File: config.mk
export PLATFORM = sky130hd
export DESIGN_NAME = mbox_regwin
export DESIGN_NICKNAME = d
export VERILOG_FILES = /design/src/rtl/mbox_pkg.sv /design/src/rtl/mbox_fifo.sv /design/src/rtl/mbox_irq.sv /design/src/rtl/mbox_regwin.sv
export SDC_FILE = /design/constraint.sdc
export NUM_CORES = 1
export LEC_CHECK = 0
export ABC_AREA = 0
export BUFFER_PORTS_ARGS = -buffer_cell sky130_fd_sc_hd__clkbuf_2
export CAP_MARGIN = 25
export CORE_UTILIZATION = 53
export DETAILED_ROUTE_END_ITERATION = 10
export PLACE_DENSITY = 0.74
export REMOVE_ABC_BUFFERS = 1
export SYNTH_ARGS = -nofsm -noshare
export SYNTH_HDL_FRONTEND = slang
export SYNTH_SLANG_ARGS = --single-unit
File: constraint.sdc
create_clock -name clk -period 3 [get_ports clk]
set_input_delay 0.15 -clock clk [delete_from_list [all_inputs] [get_ports clk]]
set_output_delay 0.15 -clock clk [all_outputs]
set_load 0.01 [all_outputs]
File: src/rtl/mbox_pkg.sv
package mbox_pkg;
  localparam int NCOND = 4;

  typedef enum logic [2:0] {
    SEL_INTR = 3'd0,
    SEL_DATA = 3'd1,
    SEL_STAT = 3'd2
  } reg_sel_e;

  // condition bit positions, shared by status and request fields
  localparam int C_TXE  = 0;
  localparam int C_TXNF = 1;
  localparam int C_RXNE = 2;
  localparam int C_RXO  = 3;

  function automatic logic [31:0] pack_byte(input logic [7:0] b);
    return {16'h0, b, 8'h00};
  endfunction

  function automatic logic [7:0] unpack_byte(input logic [31:0] w);
    return w[15:8];
  endfunction

  function automatic logic any_pending(input logic [NCOND-1:0] req,
                                       input logic [NCOND-1:0] en);
    return |(req & en);
  endfunction
endpackage

File: src/rtl/mbox_fifo.sv
module mbox_fifo #(
  parameter int W     = 8,
  parameter int DEPTH = 8
) (
  input  logic         clk,
  input  logic         rst,
  input  logic         push,
  input  logic         pop,
  input  logic [W-1:0] din,
  output logic [W-1:0] dout,
  output logic         full,
  output logic         empty
);
  localparam int PW = (DEPTH > 1) ? $clog2(DEPTH) : 1;
  localparam int CW = $clog2(DEPTH + 1);
  localparam logic [PW-1:0] LAST = PW'(DEPTH - 1);
  localparam logic [CW-1:0] FULLC = CW'(DEPTH);

  logic [W-1:0]  mem [DEPTH];
  logic [PW-1:0] wr_ptr, rd_ptr;
  logic [CW-1:0] count;

  // named internal events
  logic do_push, do_pop;
  assign do_push = push && !full;
  assign do_pop  = pop && !empty;

  assign full  = (count == FULLC);
  assign empty = (count == '0);
  assign dout  = mem[rd_ptr];

  always_ff @(posedge clk) begin
    if (rst) begin
      wr_ptr <= '0;
      rd_ptr <= '0;
      count  <= '0;
    end else begin
      if (do_push) begin
        mem[wr_ptr] <= din;
        wr_ptr      <= (wr_ptr == LAST) ? '0 : wr_ptr + 1'b1;
      end
      if (do_pop)
        rd_ptr <= (rd_ptr == LAST) ? '0 : rd_ptr + 1'b1;
      case ({do_push, do_pop})
        2'b10:   count <= count + 1'b1;
        2'b01:   count <= count - 1'b1;
        default: count <= count;
      endcase
    end
  end

  assert_no_overflow_R4: assert property (@(posedge clk) disable iff (rst)
    count <= FULLC);
  assert_full_push_dropped_R4: assert property (@(posedge clk) disable iff (rst)
    push && full && !pop |=> count == $past(count));
  assert_empty_pop_safe_R6: assert property (@(posedge clk) disable iff (rst)
    pop && empty && !push |=> empty);
endmodule

File: src/rtl/mbox_irq.sv
module mbox_irq #(
  parameter int               N        = 4,
  parameter logic [N-1:0]     RST_COND = '0
) (
  input  logic         clk,
  input  logic         rst,
  input  logic [N-1:0] cond,
  input  logic         wr_en,
  input  logic [N-1:0] clr_bits,
  input  logic [N-1:0] en_bits,
  output logic [N-1:0] req,
  output logic [N-1:0] en,
  output logic         irq
);
  import mbox_pkg::*;

  logic [N-1:0] cond_q;
  logic [N-1:0] rise;
  logic [N-1:0] clr;

  assign rise = cond & ~cond_q;
  assign clr  = wr_en ? clr_bits : '0;

  always_ff @(posedge clk) begin
    if (rst) begin
      cond_q <= RST_COND;
      req    <= '0;
      en     <= '0;
    end else begin
      cond_q <= cond;
      req    <= (req & ~clr) | rise;
      if (wr_en) en <= en_bits;
    end
  end

  assign irq = any_pending(req, en);

  for (genvar i = 0; i < N; i++) begin : g_chk
    assert_req_from_edge_R9: assert property (@(posedge clk) disable iff (rst)
      $rose(req[i]) |-> $past(cond[i]) && !$past(cond_q[i]));
    assert_req_sticky_R9: assert property (@(posedge clk) disable iff (rst)
      req[i] && !clr[i] |=> req[i]);
    assert_req_w1c_R10: assert property (@(posedge clk) disable iff (rst)
      clr[i] && !rise[i] |=> !req[i]);
    assert_irq_enabled_R11: assert property (@(posedge clk) disable iff (rst)
      req[i] && en[i] |-> irq);
  end
  assert_irq_cause_R11: assert property (@(posedge clk) disable iff (rst)
    irq |-> $countones(req & en) > 0);
endmodule

File: src/rtl/mbox_regwin.sv
module mbox_regwin #(
  parameter int DEPTH = 8,
  parameter int AW    = 5
) (
  input  logic        clk,
  input  logic        rst,
  input  logic        host_en,
  input  logic        host_we,
  input  logic [4:0]  host_addr,
  input  logic [31:0] host_wdata,
  output logic [31:0] host_rdata,
  output logic        ctl_tx_valid,
  input  logic        ctl_tx_ready,
  output logic [7:0]  ctl_tx_data,
  input  logic        ctl_rx_valid,
  output logic        ctl_rx_ready,
  input  logic [7:0]  ctl_rx_data,
  output logic        irq
);
  import mbox_pkg::*;

  localparam int SW = AW - 2;
  localparam logic [NCOND-1:0] IDLE_COND = NCOND'((1 << C_TXE) | (1 << C_TXNF));

  // address decode
  logic [SW-1:0] sel;
  logic          wr_intr, wr_data, wr_stat, rd_data;
  assign sel     = host_addr[AW-1:2];
  assign wr_intr = host_en && host_we  && (sel == SW'(SEL_INTR));
  assign wr_data = host_en && host_we  && (sel == SW'(SEL_DATA));
  assign wr_stat = host_en && host_we  && (sel == SW'(SEL_STAT));
  assign rd_data = host_en && !host_we && (sel == SW'(SEL_DATA));

  logic unused_bits;
  assign unused_bits = ^{host_wdata[31:16], host_wdata[7:4], host_addr[1:0]};

  // transmit path
  logic       tx_full, tx_empty, tx_pop;
  assign tx_pop       = ctl_tx_valid && ctl_tx_ready;
  assign ctl_tx_valid = !tx_empty;

  mbox_fifo #(.W(8), .DEPTH(DEPTH)) u_txq (
    .clk(clk), .rst(rst),
    .push(wr_data), .pop(tx_pop),
    .din(unpack_byte(host_wdata)), .dout(ctl_tx_data),
    .full(tx_full), .empty(tx_empty)
  );

  // receive path
  logic       rx_full, rx_empty, rx_drop;
  logic [7:0] rx_head;
  assign ctl_rx_ready = !rx_full;
  assign rx_drop      = ctl_rx_valid && rx_full;

  mbox_fifo #(.W(8), .DEPTH(DEPTH)) u_rxq (
    .clk(clk), .rst(rst),
    .push(ctl_rx_valid), .pop(rd_data),
    .din(ctl_rx_data), .dout(rx_head),
    .full(rx_full), .empty(rx_empty)
  );

  // sticky overflow
  logic ovf_q, ovf_clr;
  assign ovf_clr = wr_stat && host_wdata[C_RXO];
  always_ff @(posedge clk) begin
    if (rst) ovf_q <= 1'b0;
    else     ovf_q <= (ovf_q && !ovf_clr) || rx_drop;
  end

  logic [NCOND-1:0] cond;
  always_comb begin
    cond         = '0;
    cond[C_TXE]  = tx_empty;
    cond[C_TXNF] = !tx_full;
    cond[C_RXNE] = !rx_empty;
    cond[C_RXO]  = ovf_q;
  end

  logic [NCOND-1:0] req, en;
  mbox_irq #(.N(NCOND), .RST_COND(IDLE_COND)) u_irq (
    .clk(clk), .rst(rst), .cond(cond),
    .wr_en(wr_intr),
    .clr_bits(host_wdata[NCOND-1:0]),
    .en_bits(host_wdata[2*NCOND-1:NCOND]),
    .req(req), .en(en), .irq(irq)
  );

  // read mux
  always_comb begin
    host_rdata = '0;
    if (host_en && !host_we) begin
      case (sel)
        SW'(SEL_INTR): host_rdata = {{(32-2*NCOND){1'b0}}, en, req};
        SW'(SEL_DATA): host_rdata = rx_empty ? 32'h0 : pack_byte(rx_head);
        SW'(SEL_STAT): host_rdata = {{(32-NCOND){1'b0}}, cond};
        default:       host_rdata = '0;
      endcase
    end
  end

  assert_empty_read_zero_R6: assert property (@(posedge clk) disable iff (rst)
    rd_data && rx_empty |-> host_rdata == 32'h0);
  assert_drop_sets_ovf_R7: assert property (@(posedge clk) disable iff (rst)
    ctl_rx_valid && !ctl_rx_ready |=> ovf_q);
  assert_ovf_sticky_R8: assert property (@(posedge clk) disable iff (rst)
    ovf_q && !ovf_clr |=> ovf_q);
  assert_ovf_w1c_R8: assert property (@(posedge clk) disable iff (rst)
    ovf_clr && !rx_drop |=> !ovf_q);
  assert_full_no_txvalid_gap_R4: assert property (@(posedge clk) disable iff (rst)
    wr_data && tx_full && !tx_pop |=> tx_full);
endmodule

=== Word level (Yosys, flattened, before mapping) ===
Memories as Yosys holds them, arrays and structs flattened. A register that Yosys moved wholly into a read port is not among the register bits.
Index checks and enable logic that the tools add are counted.
W data, S select, Z words.

* Bits in registers: 33
* RAM bits: 128
* Bits of input ports: 51
* Output and inout port bits: 43
* Word-level logic and storage cells: 85
* Memories kept: 2

* $add $sub $neg: 8
* Equal/unequal tests: 12
* Mux-type cells: 20
* Bitwise operators: 6
* Reductions and logical operators: 27

{| class="wikitable"
|+ Memory list
! memory !! depth !! width !! read ports !! clocked after Yosys merged registers in !! write ports !! RTL line !! source
|-
| u_rxq.mem || 8 || 8 || 1 || 1 || 1 || mbox_fifo.sv:19 || <nowiki>logic [W-1:0] mem [DEPTH];</nowiki>
|-
| u_txq.mem || 8 || 8 || 1 || 1 || 1 || mbox_fifo.sv:19 ||
|}

{| class="wikitable"
|+ Operator list
! kind !! count
|-
| $pmux W16 S3 || 1
|-
| $mux W16 || 2
|-
| $mux W3 || 8
|-
| $pmux W4 S2 || 2
|-
| $logic_and A1 B1 Y1 || 14
|-
| $add A3 B1 Y3 const B || 4
|-
| $and A4 B4 Y4 || 3
|-
| $eq A3 B3 Y1 const B || 4
|-
| $add A4 B1 Y4 const B || 2
|-
| $eq A4 B4 Y1 const B || 2
|-
| $logic_not A4 Y1 || 2
|-
| $not A4 Y4 || 2
|-
| $sub A4 B1 Y4 const B || 2
|-
| $logic_not A1 Y1 || 6
|-
| $mux W1 || 6
|-
| $eq A2 B1 Y1 const B || 2
|-
| $eq A2 B2 Y1 const B || 2
|-
| $mux W4 || 1
|-
| $or A4 B4 Y4 || 1
|-
| $reduce_bool A2 Y1 || 2
|-
| $reduce_or A4 Y1 || 1
|-
| $eq A3 B1 Y1 const B || 1
|-
| $eq A3 B2 Y1 const B || 1
|-
| $logic_not A3 Y1 || 1
|-
| $logic_or A1 B1 Y1 || 1
|}

=== Logic depth before layout (Yosys ltp) ===
Gate-level depths: netlist of the first run.

* Depth after elaboration: 6
* Gate-level depth with buffers: 11
* Gate-level depth less buffers: 10

=== Hierarchy ===
From an unflattened synthesis of the first run, not the netlist that was laid out.

* Cells, all modules: 452
* Area total of the unflattened synthesis: 7129.3 um^2

{| class="wikitable"
|+ Modules (own cells, without submodules)
! module !! instances !! cells an instance !! area each (um^2) !! seq. area each (um^2)
|-
| mbox_fifo || 2 || 170 || 3067.9 || 2182.1
|-
| mbox_regwin || 1 || 71 || 538.0 || 20.0
|-
| mbox_irq || 1 || 41 || 455.4 || 240.2
|}

=== Worst setup path after synthesis of the first run ===
No wires, ideal clock.

* Path kind: register to register
* Start point: register u_txq.count[1]
* End point: register u_txq.count[2]
* Library setup time: 0.123 ns
* Arrival time: 2.515 ns
* Required time: 2.877 ns
* Setup slack: 0.362 ns
* Cell stages (with the launch flop): 12
* Buffers on the path: 2
* Period minus slack after synthesis: 2.638 ns
* Path through: dfxtp_1 buf_6 or4_1 buf_2 nand2_1 inv_1 ha_1 xor2_1 ha_1 a31oi_1 mux2i_1 mux2_1

* Cells in the longest elaborated chain, start to end: 6
* Elaborated cells on any way between the ends: 13
* Classes of those cells: add/sub (2); eq/ne (3); mux (1); reduce/logical (7)

{| class="wikitable"
|+ Ends and longest elaborated chain
! element !! RTL line !! source
|-
| from (decl) || mbox_fifo.sv:21 || <nowiki>logic [CW-1:0] count;</nowiki>
|-
| from (signal assigned) || mbox_fifo.sv:45 || <nowiki>2'b10: count <= count + 1'b1;</nowiki>
|-
| from (signal assigned) || mbox_fifo.sv:46 || <nowiki>2'b01: count <= count - 1'b1;</nowiki>
|-
| from (signal assigned) || mbox_fifo.sv:47 || <nowiki>default: count <= count;</nowiki>
|-
| $logic_not A4 Y1 * || mbox_fifo.sv:29 || <nowiki>assign empty = (count == '0);</nowiki>
|-
| $logic_not A1 Y1 * || mbox_regwin.sv:40 || <nowiki>assign ctl_tx_valid = !tx_empty;</nowiki>
|-
| net ctl_tx_valid || mbox_regwin.sv:12 || <nowiki>output logic ctl_tx_valid,</nowiki>
|-
| $logic_and A1 B1 Y1 || mbox_regwin.sv:39 || <nowiki>assign tx_pop = ctl_tx_valid && ctl_tx_ready;</nowiki>
|-
| $logic_and A1 B1 Y1 * || mbox_fifo.sv:26 || <nowiki>assign do_pop = pop && !empty;</nowiki>
|-
| $eq A2 B1 Y1 / $eq A2 B2 Y1 (equally long branches) || mbox_fifo.sv:44 || <nowiki>case ({do_push, do_pop})</nowiki>
|-
| $pmux W4 S2 / $reduce_bool A2 Y1 (equally long branches) || - ||
|}

Mark *: on every way through the listed nets, which the timed path passes. The rest lies on a longest branch.
A chain may end at the register's enable or synchronous reset.

=== Worst setup path after layout of the first run ===
* Start point: register u_txq.count[1]
* End point: register u_txq.count[2]

* Cells in the longest elaborated chain, start to end: 6
* Elaborated cells on any way between the ends: 13
* Classes of those cells: add/sub (2); eq/ne (3); mux (1); reduce/logical (7)

{| class="wikitable"
|+ Ends and longest elaborated chain
! element !! RTL line
|-
| $logic_not A4 Y1 || mbox_fifo.sv:29
|-
| $logic_not A1 Y1 || mbox_fifo.sv:26, mbox_regwin.sv:40
|-
| $logic_and A1 B1 Y1 || mbox_regwin.sv:39
|-
| $logic_and A1 B1 Y1 || mbox_fifo.sv:26
|-
| $eq A2 B1 Y1 / $eq A2 B2 Y1 (equally long branches) || mbox_fifo.sv:44
|-
| $pmux W4 S2 / $reduce_bool A2 Y1 (equally long branches) || -
|}

Parallel ways exist; a longest one is shown, timed or not.

==> results of run 1 <==
repair_timing:
item                      4_1_cts  5_1_grt
hold buffers                   12        0
resized for setup               0        0
hold endpoints to repair       48        0
registers in the layout (all words and copies together) (netlist names), named ones only:
| signal | count |
|---|---|
| u_rxq.wr_ptr | 3 |
| u_irq.req | 4 |
| ovf_q | 1 |
| u_txq.count | 4 |
| u_txq.wr_ptr | 3 |
| u_irq.cond_q | 4 |
| u_rxq.mem | 64 |
| u_irq.en | 4 |
| u_txq.rd_ptr | 3 |
| u_rxq.rd_ptr | 3 |
| u_rxq.count | 4 |
| u_txq.mem | 64 |
final timing paths:
check,endpoint,cells past startpoint,slack (ps),start
max,u_txq.count[2],9,290,u_txq.count[1]
min,u_txq.mem[0][4],1,10,host_wdata[12]
max reg2reg,u_txq.count[2],9,290,u_txq.count[1]
min reg2reg,u_rxq.rd_ptr[1],2,480,u_rxq.rd_ptr[1]
logic make-up after synthesis:
group | after synthesis | synth area share, %
AOI/OAI and AO/OA | 32 | 2.71
and+or+nand+nor | 129 | 9.45
muxes | 62 | 14.9
DFF | 167 | 66.7
adders and majority gates | 12 | 2.16
buffers and inverters | 42 | 3.44
other | 1 | 0.0541
xor gates and xnor gates | 5 | 0.631
cell type report:
type | instances | share of cell area [%]
Sequential cell | 167 | 56.9
Multi-Input combinational cell | 256 | 26.2
Timing Repair Buffer | 94 | 7.24
Clock buffer | 19 | 5.45
Tap cell | 172 | 2.65
Clock inverter | 13 | 1.19
Inverter | 6 | 0.277
report_power, final:
| part | total, uW | internal [uW] | switching (uW) |
|---|---|---|---|
| combinational | 214 | 94.5 | 119 |
| clock | 1970 | 1090 | 883 |
| sequential | 2530 | 2510 | 21.2 |
| total | 4720 | 3690 | 1020 |
metal layers:
layer	global-route usage [%]	up-vias	part of all wire [%]
met2	35.9	87	53
met4	6.32	0	1.0
met5	0	-	0
li1	-	1843	-
met3	5.92	13	3.9
met1	23.7	1919	42
through the flow:
| step | instances | instance area (um^2) | hold slack, ps | total power (uW) | worst slack [ps] |
|---|---|---|---|---|---|
| 4_1_cts | 727 | 8120 | 2.50 | 4760 | 306 |
| 5_1_grt | 727 | 8120 | 8.36 | 4870 | 143 |
| 3_5_place_dp | 683 | 7460 | 400 | 2790 | 325 |
| 3_3_place_gp | 683 | 7460 | 388 | 2770 | 391 |
| 2_1_floorplan | 429 | 6780 | 219 | 2690 | 343 |
| 6_report | 727 | 8120 | 11.6 | 4720 | 294 |
placed cells by master, fill, tap and decap left out, types with 17 or more instances in the layout:
cell type / netlist / final
a21oi_1: 18 / 18
buf_4: 17 / 23
clkbuf_16: 0 / 17
clkbuf_2: 0 / 59
dfxtp_1: 39 / 39
edfxtp_1: 128 / 128
mux2i_1: 20 / 20
mux4_2: 32 / 32
nand2_1: 26 / 26
nor2_1: 56 / 56
worst reg2reg max path, cell delays in order (launching register included):
cell,delay [ps]
dfxtp_1,400
or4_1,550
nand2_1,180
inv_1,100
ha_1,270
xor2_1,170
ha_1,190
a31oi_1,190
mux2i_1,220
mux2_1,330
==> results.md, run 1 <==
* Chip height at 116 um
* Share of layout cells above drive strength 1 at 29.2%
* Average cell area after synthesis at 15.4 um^2
* Crit share post-route at 90.2%
* Global-route wire length before repair at 19600 um
* Synth async-reset ratio at 0%
* WP data required at 3310 ps
* Pre-antenna DRT Iters at 5
* Yosys top cell by area: edfxtp_1
* RSZ-0062 raised after global routing: false
* Post-CTS setup buffer count at 0
* DRT antenna net count at 0
* Count of cell types in the netlist at 45
* Core outline area at 12700 um^2
* FMAX at 370 MHz
* Layout fillers at 916
* Top-area cell type share of the netlist area at 55.4%
* PwrDens at 581 nW/um^2
* Final core utilization at 64.1%
* CTS sink count at 167
* Cell mode on critical path: ha_1
* Seq cells post-synth at 167
* CP arrival at 3020 ps
* Nets at 605
* Synth top cells by count: 128 x edfxtp_1, 56 x nor2_1, 39 x dfxtp_1
* Most used DFF post-synth: edfxtp_1
* Diode count at 0
* CP max stage delay at 550 ps
* Setup TNS at 0 ps
* Port bufs at 59
* Via/cell ratio at 5.31
* Static leakage at 0.00291 uW
* Die Wd at 116 um
* Final Setup Violations at 0
* WP buf/inv at 1
* Outcome: finished clean
* Maximum root-to-sink buffer count at 2
* Crit-path leading delay family: simple AND/OR/NAND/NOR gates
* Max IR drop VDD at 0.000412 V
* Area growth from synthesis to layout at 17.0%
* Residual DRC count at 0
* Seq. cell area at 4620 um^2
* Crit Path Max Fanout at 8
* Dominant cell by count in the synthesized netlist: edfxtp_1
* CTS tree: yes
* Worst-path cell chain: or4_1 -> nand2_1 -> inv_1 -> ha_1 -> xor2_1 -> ha_1 -> a31oi_1 -> mux2i_1 -> mux2_1
* Post-Route WL at 12300 um
* Max-cap violations at 0
* Synth top area cells: edfxtp_1 55%, dfxtp_1 11%, mux4_2 10%
* # H-tree levels at 4
* Crit. End Element: flop
* Detailed placement HPWL at 8140 um
* Max-slew violations at 0
* Gr ovfl total at 0
* Post-synth EDFFs at 128
* Worst Hold Class: in -> reg
* CP Launch Type: flop
* Post-synthesis sequential area ratio at 66.7%
* Multi-input gate area at 2130 um^2
* Critical path type: reg -> reg
* Root Driver: clkbuf_16
* WL/cell at 17.0 um
* Synth Instances at 450
* Synth warn at 0
* Routed via count at 3862
* Clock transition at the registers of the reported paths at 60 ps
* Final setup skew at 7.75 ps
* Initial Utilization at 54.8%
* Final-report hold violation count at 0
* CTS buffer count at 17
* Iter 0 DRT Violations at 236
* Num rows at 41
* Fin crit period at 2710 ps
* Total global-route track usage at 20.2%
* Mapped Area at 6940 um^2
* Skew-Pair Late Insertion Delay at 420 ps
* Largest net degree at the start of global routing at 36
* Gpl congestion at 0.780
* Initial antenna violation count at 0
* # IOs at 94
* Slowest CP cell: or4_1
* Number of global-route vias before repair at 3943
* Worst-Margin Slew at 797 ps
* Die area at 13600 um^2
* Slew HR at 46.8%
Note: power is estimated with default switching activity, not from simulation.
==> run 2: changes to the inputs <==
--- a/config.mk
+++ b/config.mk
@@ -8,9 +8,8 @@
 export ABC_AREA = 0
 export BUFFER_PORTS_ARGS = -buffer_cell sky130_fd_sc_hd__clkbuf_2
 export CAP_MARGIN = 25
-export CORE_UTILIZATION = 53
+export CORE_UTILIZATION = 40
 export DETAILED_ROUTE_END_ITERATION = 10
-export PLACE_DENSITY = 0.74
 export REMOVE_ABC_BUFFERS = 1
 export SYNTH_ARGS = -nofsm -noshare
 export SYNTH_HDL_FRONTEND = slang
==> run 2 against run 1 <==
Net effect: hold slack better by 9.4 ps; combinational power is essentially flat; clock-buffer cell count down 1; setup slack worse by 11 ps; cell count grew 6.3%; highest routed layer unchanged; largest power group unchanged.
==> results.md, run 2 (synthesized netlist as in run 1, its figures left out) <==
* Outcome: finished clean
* Area growth from synthesis to layout at 18.5%
* Critical path type: reg -> reg
* WHS Endpoint: u_rxq.mem[1][1]
* Final-report hold violation count at 0 (unchanged)
* CTS tree: yes
* Most frequent cells in the layout: 128 x edfxtp_1, 59 x clkbuf_2, 56 x nor2_1, 39 x dfxtp_1, 32 x mux4_2
* Clock power frac at 44.2% (+2.4 points)
* Multi-input gate area at 2130 um^2 (unchanged)
* Critical Path Start: u_txq.count[1]
* Core outline area at 16800 um^2 (+32%)
* Die Wd at 134 um (+15%)
* Crit share post-route at 90.6% (+0.36 points)
* Placed cells at 731 (+7.0%)
* Setup TNS at 0 ps (unchanged)
* Max-cap violations at 0 (unchanged)
* Post-CTS setup buffer count at 0 (unchanged)
* Comb pwr share at 4.3% (-0.2 points)
* CP max stage delay at 570 ps (+20 ps)
* Largest net degree at the start of global routing at 29 (-19%)
* Chip height at 134 um (+15%)
* Maximum root-to-sink buffer count at 2 (unchanged)
* Final Setup Violations at 0 (unchanged)
* R2R Path End: u_txq.count[2]
* Non-Filler Instances at 773 (+6.3%)
* Crit. End Element: flop
* Seq pwr share at 51.5% (-2.2 points)
* Post-Route WL at 12800 um (+4.2%)
* Final setup skew at 12.3 ps (+4.57 ps)
* Fin crit period at 2720 ps (+10.9 ps)
* DRT antenna net count at 0 (unchanged)
* Internal cell power at 3860 uW (+4.4%)
* Total global-route track usage at 15.3% (-5.0 points)
* WL/cell at 16.6 um (-2.0%)
* Crit Path Max Fanout at 8 (unchanged)
* Routed via count at 3881 (+0.49%)
* Number of global-route vias before repair at 3975 (+0.81%)
* Biggest regs: u_rxq.mem: 64 flops, u_txq.mem: 64 flops
* Max-slew violations at 0 (unchanged)
* Hold depth at 1 (unchanged)
* Commonest non-fill, non-tap cell in the layout: edfxtp_1
* Clock transition at the registers of the reported paths at 70 ps (about the same)
* Iter 0 DRT Violations at 249 (+5.5%)
* Cells on worst reg2reg path at 9 (unchanged)
* Nets at 603 (-0.33%)
* Gpl congestion at 0.765 (-2.0%)
* Seq. cell area at 4620 um^2 (unchanged)
* Root Driver: clkbuf_16
* Residual DRC count at 0 (unchanged)
* Sw Ratio at 21.6% (-0.12 points)
* CP arrival at 3010 ps (about the same)
* Worst-Margin Slew at 800 ps (+3.27 ps)
* Layout fillers at 1424 (+55%)
* Via/cell ratio at 5.02 (-5.5%)
* Global-route wire length before repair at 20400 um (+3.8%)
* CP Launch Type: flop
* Worst Hold Class: in -> reg
* Pre-antenna DRT Iters at 4 (-1)
* Slowest CP cell: or4_1
* # IOs at 94 (unchanged)
* Static leakage at 0.00293 uW (+0.70%)
* CTS buffer count at 17 (unchanged)
* WP data required at 3300 ps (about the same)
* Die area at 17900 um^2 (+32%)
* # H-tree levels at 4 (unchanged)
* Initial Utilization at 41.4% (-13 points)
* Gr ovfl total at 0 (unchanged)
* Initial antenna violation count at 0 (unchanged)
* Detailed placement HPWL at 8500 um (+4.5%)
* R2R Path Start: u_txq.count[1]
* PwrDens at 598 nW/um^2 (+3.0%)
* Reg2reg setup slack at 280 ps (about the same)
* Switching power at 1060 uW (+3.7%)
* Share of layout cells above drive strength 1 at 29.1% (-0.075 points)
* Num rows at 47 (+15%)
* Skew-Pair Late Insertion Delay at 420 ps (about the same)
* Hold Startpoint: ctl_rx_data[1]
* Worst-path cell chain: or4_1 -> nand2_1 -> inv_1 -> ha_1 -> xor2_1 -> ha_1 -> a31oi_1 -> mux2i_1 -> mux2_1
* Port bufs at 59 (unchanged)
* CTS sink count at 167 (unchanged)
* Diode count at 0 (unchanged)
* Max IR drop VDD at 0.000430 V (+4.3%)
* Final core utilization at 49.1% (-15 points)
* Cell mode on critical path: ha_1
* RSZ-0062 raised after global routing: false
* Slew HR at 46.6% (-0.22 points)
* FMAX at 368 MHz (-0.40%)
run 2: cell types whose count changed in the layout (fill, tap and decap cells not counted), moves of 2 or more:
cell,delta
inv_6,-3
inv_8,+2
clkinv_4,+4
dlygate4sd3_1,-2
clkinvlp_4,-2
clkinv_2,-4
bufinv_16,+2
run 2: repair_timing:
item                                    CTS  global route
hold buffers                             10             0
resized for setup                         0             0
hold endpoints to repair                 47             0
endpoints found under the setup margin    0             0
run 2: layout make-up:
cell class / instances / area share [%]
timing repair buffer: 92 / 6.91
multi-input combinational: 256 / 25.9
inverter: 6 / 0.274
sequential: 167 / 56.2
clock buffer: 18 / 5.22
tap: 220 / 3.35
clock inverter: 14 / 2.10
run 2: stage by stage:
| stage | setup WS [ps] | area [um^2] | total power [uW] | hold slack (ps) |
|---|---|---|---|---|
| floorplan | 343 | 6780 | 2690 | 219 |
| global placement | 358 | 7520 | 2780 | 393 |
| detailed placement | 316 | 7520 | 2790 | 399 |
| CTS | 303 | 8220 | 4970 | 2.41 |
| global route | 166 | 8220 | 5090 | 9.55 |
| finish | 283 | 8220 | 4920 | 21.0 |
run 2: critical path, delay by kind of cell (launching register included):
kind                     cells  cell delay, ps
XOR/XNOR                     1             170
AND/OR/NAND/NOR              2             750
AO/OA/AOI/OAI                1             170
buffers and inverters        1             100
flip-flops                   1             400
multiplexers                 2             560
adder cells (fa/ha/maj)      2             460
run 2: how the worst max path moves through the flow:
stage / to / cells past startpoint / slack (ps)
after floorplan: u_txq.count[2] / 9 / 340
after global placement: u_txq.count[2] / 9 / 360
after detailed placement: u_txq.count[2] / 9 / 320
after CTS: u_txq.count[2] / 9 / 300
after global routing: u_txq.count[2] / 9 / 170
final: u_txq.count[2] / 9 / 280
run 2: power groups by stage:
stage	Sequential [uW]	Clock, uW	Combinational [uW]
after global routing	2540	2320	234
after global placement	2580	0	194
after detailed placement	2580	0	203
final	2530	2170	211
after CTS	2530	2220	214
after floorplan	2580	0	107
run 2: routing by layer:
metal | vias to the layer above | GRT usage [%] | share of wire (%)
met4 | 0 | 6.00 | 1.3
met3 | 21 | 3.58 | 3.2
met5 | - | 0 | 0
met2 | 83 | 26.4 | 52
li1 | 1843 | - | -
met1 | 1934 | 18.3 | 44
==> run 3: changes to the inputs <==
--- a/config.mk
+++ b/config.mk
@@ -6,10 +6,10 @@
 export NUM_CORES = 1
 export LEC_CHECK = 0
 export ABC_AREA = 0
-export BUFFER_PORTS_ARGS = -buffer_cell sky130_fd_sc_hd__clkbuf_2
 export CAP_MARGIN = 25
 export CORE_UTILIZATION = 40
 export DETAILED_ROUTE_END_ITERATION = 10
+export DONT_BUFFER_PORTS = 1
 export REMOVE_ABC_BUFFERS = 1
 export SYNTH_ARGS = -nofsm -noshare
 export SYNTH_HDL_FRONTEND = slang
==> run 3 against run 2 <==
Net effect: utilization fell by 0.63 points; sequential power barely moved; setup slack improved by 15 ps; clock skew fell by 2.0 ps; via count fell by 3.3%; non-clock buffer count fell by 36; die area did not move; largest power group unchanged.
==> results.md, run 3 (synthesized netlist as in run 1, its figures left out) <==
* Pre-antenna DRT Iters at 4 (unchanged)
* Number of global-route vias before repair at 3843 (-3.3%)
* Routed via count at 3751 (-3.3%)
* Slew HR at 41.3% (-5.3 points)
* Gpl congestion at 0.806 (+5.4%)
* Post-CTS setup buffer count at 0 (unchanged)
* Clock transition at the registers of the reported paths at 60 ps (about the same)
* Worst Hold Class: in -> reg
* Static leakage at 0.00276 uW (-5.9%)
* Chip height at 134 um (unchanged)
* CTS buffer count at 17 (unchanged)
* WL/cell at 17.4 um (+4.9%)
* Biggest regs: u_rxq.mem: 64 flops, u_txq.mem: 64 flops
* FMAX at 370 MHz (+0.55%)
* Switching power at 1050 uW (-1.5%)
* CP arrival at 3000 ps (about the same)
* Diode count at 0 (unchanged)
* Detailed placement HPWL at 8140 um (-4.3%)
* RSZ-0062 raised after global routing: false
* Die area at 17900 um^2 (unchanged)
* Final setup skew at 10.4 ps (-1.95 ps)
* Area growth from synthesis to layout at 17.0%
* Seq pwr share at 53.6% (+2.1 points)
* Root Driver: clkbuf_16
* Maximum root-to-sink buffer count at 2 (unchanged)
* Final worst slack at 298 ps (+14.9 ps)
* WP data required at 3300 ps (about the same)
* # IOs at 94 (unchanged)
* Critical path type: reg -> reg
* Nets at 567 (-6.0%)
* Die Wd at 134 um (unchanged)
* Commonest non-fill, non-tap cell in the layout: edfxtp_1
* DRT antenna net count at 0 (unchanged)
* Skew-Pair Late Insertion Delay at 420 ps (about the same)
* Outcome: finished clean
* Largest net degree at the start of global routing at 36 (+24%)
* Core outline area at 16800 um^2 (unchanged)
* Max-slew violations at 0 (unchanged)
* Initial Utilization at 41.4% (unchanged)
* Crit Path Max Fanout at 8 (unchanged)
* Max-cap violations at 0 (unchanged)
* Num rows at 47 (unchanged)
* Via/cell ratio at 5.09 (+1.4%)
* Final core utilization at 48.4% (-0.63 points)
* Post-place setup slack at 297 ps (-19.5 ps)
* Final-report hold violation count at 0 (unchanged)
* Initial antenna violation count at 0 (unchanged)
* Clock power frac at 42.2% (-2.0 points)
* Internal cell power at 3690 uW (-4.4%)
* Residual DRC count at 0 (unchanged)
* Max IR drop VDD at 0.000455 V (+5.8%)
* Comb pwr share at 4.3% (about the same)
* Global-route wire length before repair at 20400 um (about the same)
* Share of layout cells above drive strength 1 at 19.9% (-9.2 points)
* Iter 0 DRT Violations at 197 (-21%)
* Sw Ratio at 22.1% (+0.52 points)
* CTS sink count at 167 (unchanged)
* Setup TNS at 0 ps (unchanged)
* Gr ovfl total at 0 (unchanged)
* Reg2reg setup slack at 300 ps (about the same)
* Worst-Margin Slew at 880 ps (+79.1 ps)
* Crit. End Element: flop
* CTS tree: yes
* Total Power at 4730 uW (-3.8%)
* # H-tree levels at 4 (unchanged)
* Port bufs at 0 (-100%)
* Total global-route track usage at 15.5% (+0.24 points)
* Crit share post-route at 90.1% (-0.50 points)
* CP Launch Type: flop
* Fin Hold WS at 31.3 ps (+10.3 ps)
* Fin crit period at 2700 ps (-14.9 ps)
* PwrDens at 583 nW/um^2 (-2.5%)
* Final Setup Violations at 0 (unchanged)
* Most frequent cells in the layout: 128 x edfxtp_1, 56 x nor2_1, 39 x dfxtp_1, 32 x mux4_2, 32 x dlygate4sd3_1
* Post-Route WL at 12800 um (unchanged)
-- run 3: final timing paths --
check / to / cells past startpoint / startpoint
worst min register to register: u_irq.req[3] / 2 / u_irq.cond_q[3]
worst max register to register: u_txq.count[2] / 9 / u_txq.count[1]
worst max-delay path: u_txq.count[2] / 9 / u_txq.count[1]
worst min-delay path: u_irq.en[0] / 3 / host_addr[4]
-- run 3: repair_timing --
item	CTS	global route
hold endpoints to repair	167	0
gates resized for setup	0	0
hold buffers	33	0
-- run 3: through the flow --
step / instance area (um^2) / cells
after CTS: 8120 / 737
after detailed placement: 7230 / 672
after global placement: 7230 / 672
final: 8120 / 737
after floorplan: 6780 / 429
after global routing: 8120 / 737
-- run 3: power groups by stage --
stage	Combinational [uW]	Sequential (uW)	Clock, uW
floorplan	107	2580	0
global placement	140	2580	0
detailed placement	143	2580	0
CTS	205	2530	2040
global route	227	2540	2130
finish	203	2530	1990
-- run 3: cell type report --
type	instances	area [um^2]
clock buffers	18	429
clock inverters	14	121
flip-flops and latches	167	4620
well taps	220	275
fillers	1456	8640
multi-input cells	256	2130
repair buffers	56	513
inverters	6	22.5
-- run 3: worst max-delay path, stage by stage (launching register included) --
cell and delay [ps]:
dfxtp_1 400, or4_1 560, nand2_1 180, inv_1 100, ha_1 280, xor2_1 160
ha_1 190, a31oi_1 170, mux2i_1 230, mux2_1 330
-- run 3: routing by layer --
| metal | GRT usage (%) | wire (um) | vias to the layer above |
|---|---|---|---|
| li1 | - | - | 1779 |
| met2 | 26.7 | 6590 | 84 |
| met5 | 0 | 0 | - |
| met4 | 5.49 | 147 | 0 |
| met1 | 18.4 | 5460 | 1874 |
| met3 | 4.60 | 650 | 14 |
